### src/rtl/uvr_pkg.sv
package uvr_pkg;
  typedef enum logic [1:0] {
    LINE_OFF   = 2'd0,
    LINE_ON    = 2'd1,
    LINE_FAULT = 2'd2
  } line_state_t;
endpackage

### src/rtl/uvr_persist.sv
// Consecutive-cycle persistence counter: hit is high in the cycle where cond
// has been true for LEN consecutive sampled cycles (including this one).
module uvr_persist #(
  parameter int unsigned LEN = 4
) (
  input  logic clk,
  input  logic rst_n,
  input  logic cond,
  output logic hit
);
  localparam int unsigned CW = (LEN > 1) ? $clog2(LEN) : 1;
  localparam logic [CW-1:0] LAST = CW'(LEN - 1);

  logic [CW-1:0] cnt_q, cnt_d;
  logic          cnt_en;

  always_comb begin
    hit    = cond && (cnt_q == LAST);
    cnt_en = cond || (cnt_q != '0);
    if (!cond || hit) cnt_d = '0;
    else              cnt_d = cnt_q + 1'b1;
  end

  always_ff @(posedge clk or negedge rst_n) begin
    if (!rst_n)      cnt_q <= '0;
    else if (cnt_en) cnt_q <= cnt_d;
  end
endmodule

### src/rtl/uvr_pump_mon.sv
// Pump supply monitor: blanking on the rising side, filter on the falling side.
module uvr_pump_mon #(
  parameter int unsigned FILT_CYC  = 100,
  parameter int unsigned BLANK_CYC = 800
) (
  input  logic clk,
  input  logic rst_n,
  input  logic awake,
  input  logic below_on,
  input  logic below_off,
  output logic good
);
  logic good_q, good_d;
  logic blank_cond, blank_hit;
  logic drop_cond, drop_hit;

  // State selects which threshold flag is watched (hysteresis).
  assign blank_cond = awake && !good_q && !below_on;
  assign drop_cond  = awake &&  good_q &&  below_off;

  uvr_persist #(.LEN(BLANK_CYC)) u_blank (
    .clk(clk), .rst_n(rst_n), .cond(blank_cond), .hit(blank_hit)
  );

  uvr_persist #(.LEN(FILT_CYC)) u_drop (
    .clk(clk), .rst_n(rst_n), .cond(drop_cond), .hit(drop_hit)
  );

  always_comb begin
    good_d = good_q;
    if (!awake)                     good_d = 1'b0;
    else if (!good_q && blank_hit)  good_d = 1'b1;
    else if (good_q && drop_hit)    good_d = 1'b0;
  end

  always_ff @(posedge clk or negedge rst_n) begin
    if (!rst_n) good_q <= 1'b0;
    else        good_q <= good_d;
  end

  assign good = good_q;
endmodule

### src/rtl/uvr_gate_mon.sv
// One phase gate-source monitor: filtered set, immediate clear.
module uvr_gate_mon #(
  parameter int unsigned FILT_CYC = 80
) (
  input  logic clk,
  input  logic rst_n,
  input  logic watch,
  input  logic low,
  output logic fault
);
  logic cond, hit;
  logic fault_q, fault_d;

  assign cond = watch && low;

  uvr_persist #(.LEN(FILT_CYC)) u_filt (
    .clk(clk), .rst_n(rst_n), .cond(cond), .hit(hit)
  );

  always_comb fault_d = cond && (fault_q || hit);

  always_ff @(posedge clk or negedge rst_n) begin
    if (!rst_n) fault_q <= 1'b0;
    else        fault_q <= fault_d;
  end

  assign fault = fault_q;
endmodule

### src/rtl/uvr_fault_reporter.sv
module uvr_fault_reporter #(
  parameter int unsigned NPH          = 3,
  parameter int unsigned CP_FILT_CYC  = 100,
  parameter int unsigned CP_BLANK_CYC = 800,
  parameter int unsigned GS_FILT_CYC  = 80
) (
  input  logic           clk,
  input  logic           rst_n,
  input  logic           key_on,
  input  logic           supply_ok,
  input  logic           cmd_on,
  input  logic           cp_below_on,
  input  logic           cp_below_off,
  input  logic [NPH-1:0] gs_low,
  output logic           pump_good,
  output logic           pump_uv,
  output logic [NPH-1:0] phase_fault,
  output logic           line_pull,
  output logic [1:0]     line_state,
  output logic           drive_on
);
  import uvr_pkg::*;

  logic        awake;
  line_state_t state_c;

  assign awake    = key_on && supply_ok;
  assign drive_on = awake && cmd_on;

  uvr_pump_mon #(.FILT_CYC(CP_FILT_CYC), .BLANK_CYC(CP_BLANK_CYC)) u_pump (
    .clk(clk), .rst_n(rst_n), .awake(awake),
    .below_on(cp_below_on), .below_off(cp_below_off), .good(pump_good)
  );

  genvar g;
  generate
    for (g = 0; g < NPH; g++) begin : g_phase
      uvr_gate_mon #(.FILT_CYC(GS_FILT_CYC)) u_gate (
        .clk(clk), .rst_n(rst_n), .watch(drive_on),
        .low(gs_low[g]), .fault(phase_fault[g])
      );
    end
  endgenerate

  assign pump_uv   = awake && !pump_good;
  assign line_pull = pump_uv || (|phase_fault);

  always_comb begin
    if (!drive_on)      state_c = LINE_OFF;
    else if (line_pull) state_c = LINE_FAULT;
    else                state_c = LINE_ON;
  end

  assign line_state = state_c;
endmodule

### config.mk
export PLATFORM = sky130hd
export DESIGN_NAME = uvr_fault_reporter
export DESIGN_NICKNAME = d
export VERILOG_FILES = /design/src/rtl/uvr_pkg.sv /design/src/rtl/uvr_persist.sv /design/src/rtl/uvr_pump_mon.sv /design/src/rtl/uvr_gate_mon.sv /design/src/rtl/uvr_fault_reporter.sv
export SDC_FILE = /design/constraint.sdc
export NUM_CORES = 1
export LEC_CHECK = 0
export ABC_AREA = 1
export CAP_MARGIN = 25
export CORE_MARGIN = 5
export CORE_UTILIZATION = 60
export CTS_CLUSTER_DIAMETER = 40
export CTS_CLUSTER_SIZE = 20
export DETAILED_ROUTE_END_ITERATION = 16
export PLACE_DENSITY = 0.9
export SLEW_MARGIN = 20
export SYNTH_ARGS = -nofsm -noshare
export SYNTH_HDL_FRONTEND = slang
export SYNTH_SLANG_ARGS = --single-unit
### constraint.sdc
create_clock -name clk -period 3.2 [get_ports clk]
set_input_delay 0.48 -clock clk [delete_from_list [all_inputs] [get_ports clk]]
set_output_delay 0.48 -clock clk [all_outputs]
set_load 0.05 [all_outputs]
# Word-level counts from Yosys, hierarchy flattened
# Index checks and enable logic that the tools add are counted.
dict set report totals {
  reg_bits 42
  in_bits 10
  output_inout_bits 9
  elab_cells 76
}
dict set report classes {
  addsub 5
  n_eq_ne 6
  muxes 10
  reduce_logical 46
}
# operator count
set op_table {}
lappend op_table {{$add A7 B1 Y7 const B} 4}
lappend op_table {{$eq A7 B7 Y1 const B} 4}
lappend op_table {{$mux W7} 4}
lappend op_table {{$reduce_bool A7 Y1} 4}
lappend op_table {{$logic_and A1 B1 Y1} 19}
lappend op_table {{$logic_or A1 B1 Y1} 14}
lappend op_table {{$add A10 B1 Y10 const B} 1}
lappend op_table {{$eq A10 B10 Y1 const B} 1}
lappend op_table {{$mux W10} 1}
lappend op_table {{$reduce_bool A10 Y1} 1}
lappend op_table {{$logic_not A1 Y1} 7}
lappend op_table {{$mux W2} 2}
lappend op_table {{$mux W1} 3}
lappend op_table {{$ne A3 B1 Y1 const B} 1}
lappend op_table {{$reduce_or A3 Y1} 1}

# Depth between registers and ports, before layout
dict set report logic_depth {
  depth_word 8
  mapped_depth 7
}

# By module
# A second synthesis with hierarchy kept.
dict set report unflattened {
  hier_cells 336
  area_unflattened_um2 2519.9
}
# module n_inst cells_per_inst area_each_um2 seq_area_each_um2
set by_module_without_submodules {}
lappend by_module_without_submodules {{uvr_persist at g_phase[0].u_gate.u_filt ...} 2 54 435.4 175.2}
lappend by_module_without_submodules {{uvr_persist at u_pump.u_blank} 1 81 591.8 250.2}
lappend by_module_without_submodules {{uvr_persist at u_pump.u_drop} 1 54 410.4 175.2}
lappend by_module_without_submodules {{uvr_persist at g_phase[2].u_gate.u_filt} 1 55 401.6 175.2}
lappend by_module_without_submodules {uvr_gate_mon 3 5 40.0 25.0}
lappend by_module_without_submodules {uvr_fault_reporter 1 14 65.1 0.0}
lappend by_module_without_submodules {uvr_pump_mon 1 9 60.1 25.0}

# Worst setup path before layout
# Ideal clock, no wire load.
dict set report synth_path {
  kind {reg2out}
  startpoint {reg u_pump.good_q, in the netlist u_pump.good}
  endpoint {out line_state[1]}
  arrival_ns 2.420
  required_time_ns 2.720
  setup_slack_ns 0.300
  stages_incl_launch_ff 3
  path_buffers 0
  path_cell_list {dfrtp_1 -> o21ai_0 -> and2_1}
}
dict set report synth_via {
  elab_chain_cells 5
}
# item line
set synth_lines {}
lappend synth_lines {{start: declaration} uvr_pump_mon.sv:13} ;# logic good_q, good_d;
lappend synth_lines {{start signal: assignment} uvr_pump_mon.sv:38} ;# else good_q <= good_d;
lappend synth_lines {{$logic_not A1 Y1} uvr_fault_reporter.sv:45} ;# assign pump_uv = awake && !pump_good;
lappend synth_lines {{$logic_and A1 B1 Y1} uvr_fault_reporter.sv:45}
lappend synth_lines {{$logic_or A1 B1 Y1} uvr_fault_reporter.sv:46} ;# assign line_pull = pump_uv || (|phase_fault);
lappend synth_lines {{named net line_pull} uvr_fault_reporter.sv:18} ;# output logic line_pull,
lappend synth_lines {{$mux W2} uvr_fault_reporter.sv:50} ;# else if (line_pull) state_c = LINE_FAULT;
lappend synth_lines {{$mux W2} uvr_fault_reporter.sv:49} ;# if (!drive_on) state_c = LINE_OFF;
lappend synth_lines {{end: declaration} uvr_fault_reporter.sv:19} ;# output logic [1:0] line_state,
# The timed path passes the listed nets, and every way through them passes these cells.

# Final worst setup path
dict set report layout_path {
  startpoint {in supply_ok}
  endpoint {out line_pull}
}
dict set report layout_via {
  elab_chain_cells 3
}
# item line
set layout_lines {}
lappend layout_lines {{start: declaration} uvr_fault_reporter.sv:10} ;# input logic supply_ok,
lappend layout_lines {{$logic_and A1 B1 Y1} uvr_fault_reporter.sv:27} ;# assign awake = key_on && supply_ok;
lappend layout_lines {{$logic_and A1 B1 Y1} uvr_fault_reporter.sv:45}
lappend layout_lines {{$logic_or A1 B1 Y1} uvr_fault_reporter.sv:46}
lappend layout_lines {{end: declaration} uvr_fault_reporter.sv:18}
# Every way passes these cells.

==> results.yml <==
synth:
  yosys_register_bits: 42
  synth_flop_cell: "dfrtp_1"
  syn_area_per_cell_sq_um: 7.778
  yosysSeqAreaShare: 0.4359
  synth_area_sq_mm: 0.002411
  synthDistinctLibCells: 25
  yosysMostFrequentCell: "nand2_1"
  ys_async_sr_fraction: 1.000
  synth_commonest_cells: "57 x nand2_1, 52 x inv_1, 46 x nor2_1"
  synth_area_leaders: "dfrtp_1 44%, nand2_1 8.9%, inv_1 8.1%, nand3_1 7.5%, nor2_1 7.2%"
  yosys.area.top_type: "dfrtp_1"
  synthCells: 310
  syn-num-nets: 330
  synth_edf_count: 0
  synth_top_area_frac: 0.4359
  yosysWarnings: 0
clock_tree:
  cts_resized: 0
  clk_latency_ns: 0.29
  cts_max_level: 2
  cts_tree: "yes"
  post_cts_buffers: 0
  cts_hold_buf: 0
  clkTransAtPathRegs_ns: 0.08
  clockBufferDepth: 2
  cts_root_buf: "clkbuf_8"
  clock_sinks: 42
  cts_made_buffers: 5
floorplanning:
  start_util: 0.6116
  boundaryPins: 19
  design.die.area_sq_mm: 0.005386
  die_h_microns: 73.39
  core_area_sq_mm: 0.003943
  placementRows: 23
  die_w_microns: 73.39
worst_hold_path:
  hold_path_class: "primary input to asynchronous set/reset pin"
job:
  drv_cap: 0
setup_path:
  crit_chain: "clkdlybuf4s50_1 -> nand2_2 -> o21ai_0 -> clkdlybuf4s50_1"
  required_ns: 2.72
  crit_arrival_ns: 2.24
  critPathTopFamily: "buffers and inverters"
  slowest_delay_ns: 0.87
  crit_buf_inv: 2
  end_kind: "output port"
  worstSetupPathType: "primary input to output port"
  crit_top_cell: "clkdlybuf4s50_1"
  slowest_stage: "clkdlybuf4s50_1"
  start_kind: "primary input"
  crit_fanout: 3
final_layout:
  multiInputGateArea_sq_mm: 0.001139
  antenna_cells: 0
  drive_above_1_share: 0.08982
  n_fill_cell: 307
  area_growth_syn_to_layout_pct: 13.60
  postLayoutCoreUtil: 0.6947
  seq_area_sq_mm: 0.001051
  nNetsFinal: 353
sta:
  fin_worst_skew_ns: 0.009231
  worst_pin_slew_ns: 0.5346
  fin_crit_sh: 0.8512
  fmax_mhz: 367.1
  relSlewSlack: 0.6425
  maxSlewViolCount: 0
  rsz0062_at_grt: "no"
  min_period_ns: 2.724
  setup_viol_count_final: 0
  fin_setup_tns_ns: 0
  finalHoldViolCount: 0
pwr:
  power_density_mw_per_mm2: 438.5
  leakage_nw: 1.269
  max-vdd-ir-drop_v: 0.0003937
  totalPowerFinal_mw: 1.201
run_status:
  outcome: "finished, final reports clean"
routing:
  drtIter0Drc: 77
  ant_nets: 0
  wl_microns: 4635
  vias_per_cell: 5.122
  num_vias: 1967
  route.detailed.drc: 0
  dr.pass1.iters: 4
  routedWlPerCell_microns: 12.07
placed_design:
  port_buffers: 18
  hpwl_microns: 3604
  place.gp.congestion: 0.8853
global_routing:
  grt_pass1_vias: 1896
  overflow: 0
  grt_max_degree: 43
  antenna_found_initial: 0
  track_usage: 0.1911
  grt_pass1_wl_microns: 8031
-- layer usage --
metal	wire, microns	global-route usage	vias to the layer above	share of wire
met4	47	0.04427	0	0.010
li1	-	-	1009	-
met2	2441	0.3565	26	0.53
met3	162	0.03146	7	0.035
met5	0	0	-	0
met1	1984	0.2281	925	0.43
-- worst register-to-register path, stage by stage, from the launching register on --
cell and delay [ns]:
dfrtp_1 0.42, ha_1 0.24, nand3_1 0.17, nor2_1 0.06
nand2_1 0.12, nand2_1 0.13, nor3_1 0.18
-- power by group --
part | total, mW | leakage [nW] | switching [mW] | internal [mW]
combinational | 0.226 | 0.639 | 0.133 | 0.0923
clock | 0.357 | 0.0472 | 0.183 | 0.173
sequential | 0.619 | 0.583 | 0.0485 | 0.570
-- cell families after synthesis --
group | share of synthesized area
flops | 0.4359
fa+ha+maj | 0.05189
buf+inv | 0.09185
simple gates | 0.3441
compound gates | 0.02906
xor+xnor | 0.04722
-- stage by stage --
| stage | hold slack, ns | area [sq um] | setup WS (ns) | cells |
|---|---|---|---|---|
| after floorplan | 0.1844 | 2411 | 0.2998 | 310 |
| after global placement | 0.5281 | 2624 | 0.4852 | 375 |
| final | 0.04091 | 2739 | 0.4760 | 384 |
| after global routing | 0.03899 | 2739 | 0.4372 | 384 |
| after CTS | 0.3435 | 2719 | 0.4804 | 383 |
| after detailed placement | 0.5368 | 2624 | 0.4875 | 375 |
-- cell usage in the layout (no fill, tap or decap), drive strengths merged, types with 3 or more instances in the layout --
cell and count:
buf 3, inv 53, o21ai 4, clkdlybuf4s50 16, nor3 11, nand2 63, xor2 11, nand4 7
clkbuf 6, nor2 55, a21oi 7, nand3 37, dfrtp 42, ha 10
-- area by class of cell --
type | instances | area share
sequential | 42 | 0.3837
tap | 50 | 0.02284
clock buffer | 6 | 0.03015
multi-input combinational | 212 | 0.4157
inverter | 53 | 0.07264
timing repair buffer | 19 | 0.07035
clock inverter | 2 | 0.004568
-- registers in the layout, summed over array words and instances, names as in the netlist --
| register | cells |
|---|---|
| u_pump.good | 1 |
| u_pump.u_blank.cnt_q | 10 |
| u_pump.u_drop.cnt_q | 7 |
| g_phase.u_gate.fault | 3 |
| g_phase.u_gate.u_filt.cnt_q | 21 |
-- worst paths after layout --
kind | endpoint | depth (start not counted) | start | slack (ns)
setup / recovery | line_pull | 4 | supply_ok | 0.48
setup reg to reg | g_phase[1].u_gate.u_filt.cnt_q[2] | 6 | g_phase[1].u_gate.u_filt.cnt_q[0] | 1.80
hold / removal | u_pump.u_blank.cnt_q[0] | 1 | rst_n | 0.04
hold reg to reg | g_phase[2].u_gate.fault | 2 | g_phase[2].u_gate.fault | 0.55
max in group asynchronous | g_phase[2].u_gate.fault | 2 | rst_n | 2.71
min in group clk | g_phase[2].u_gate.fault | 2 | g_phase[2].u_gate.fault | 0.55
Power figures use the tool's default switching activity.
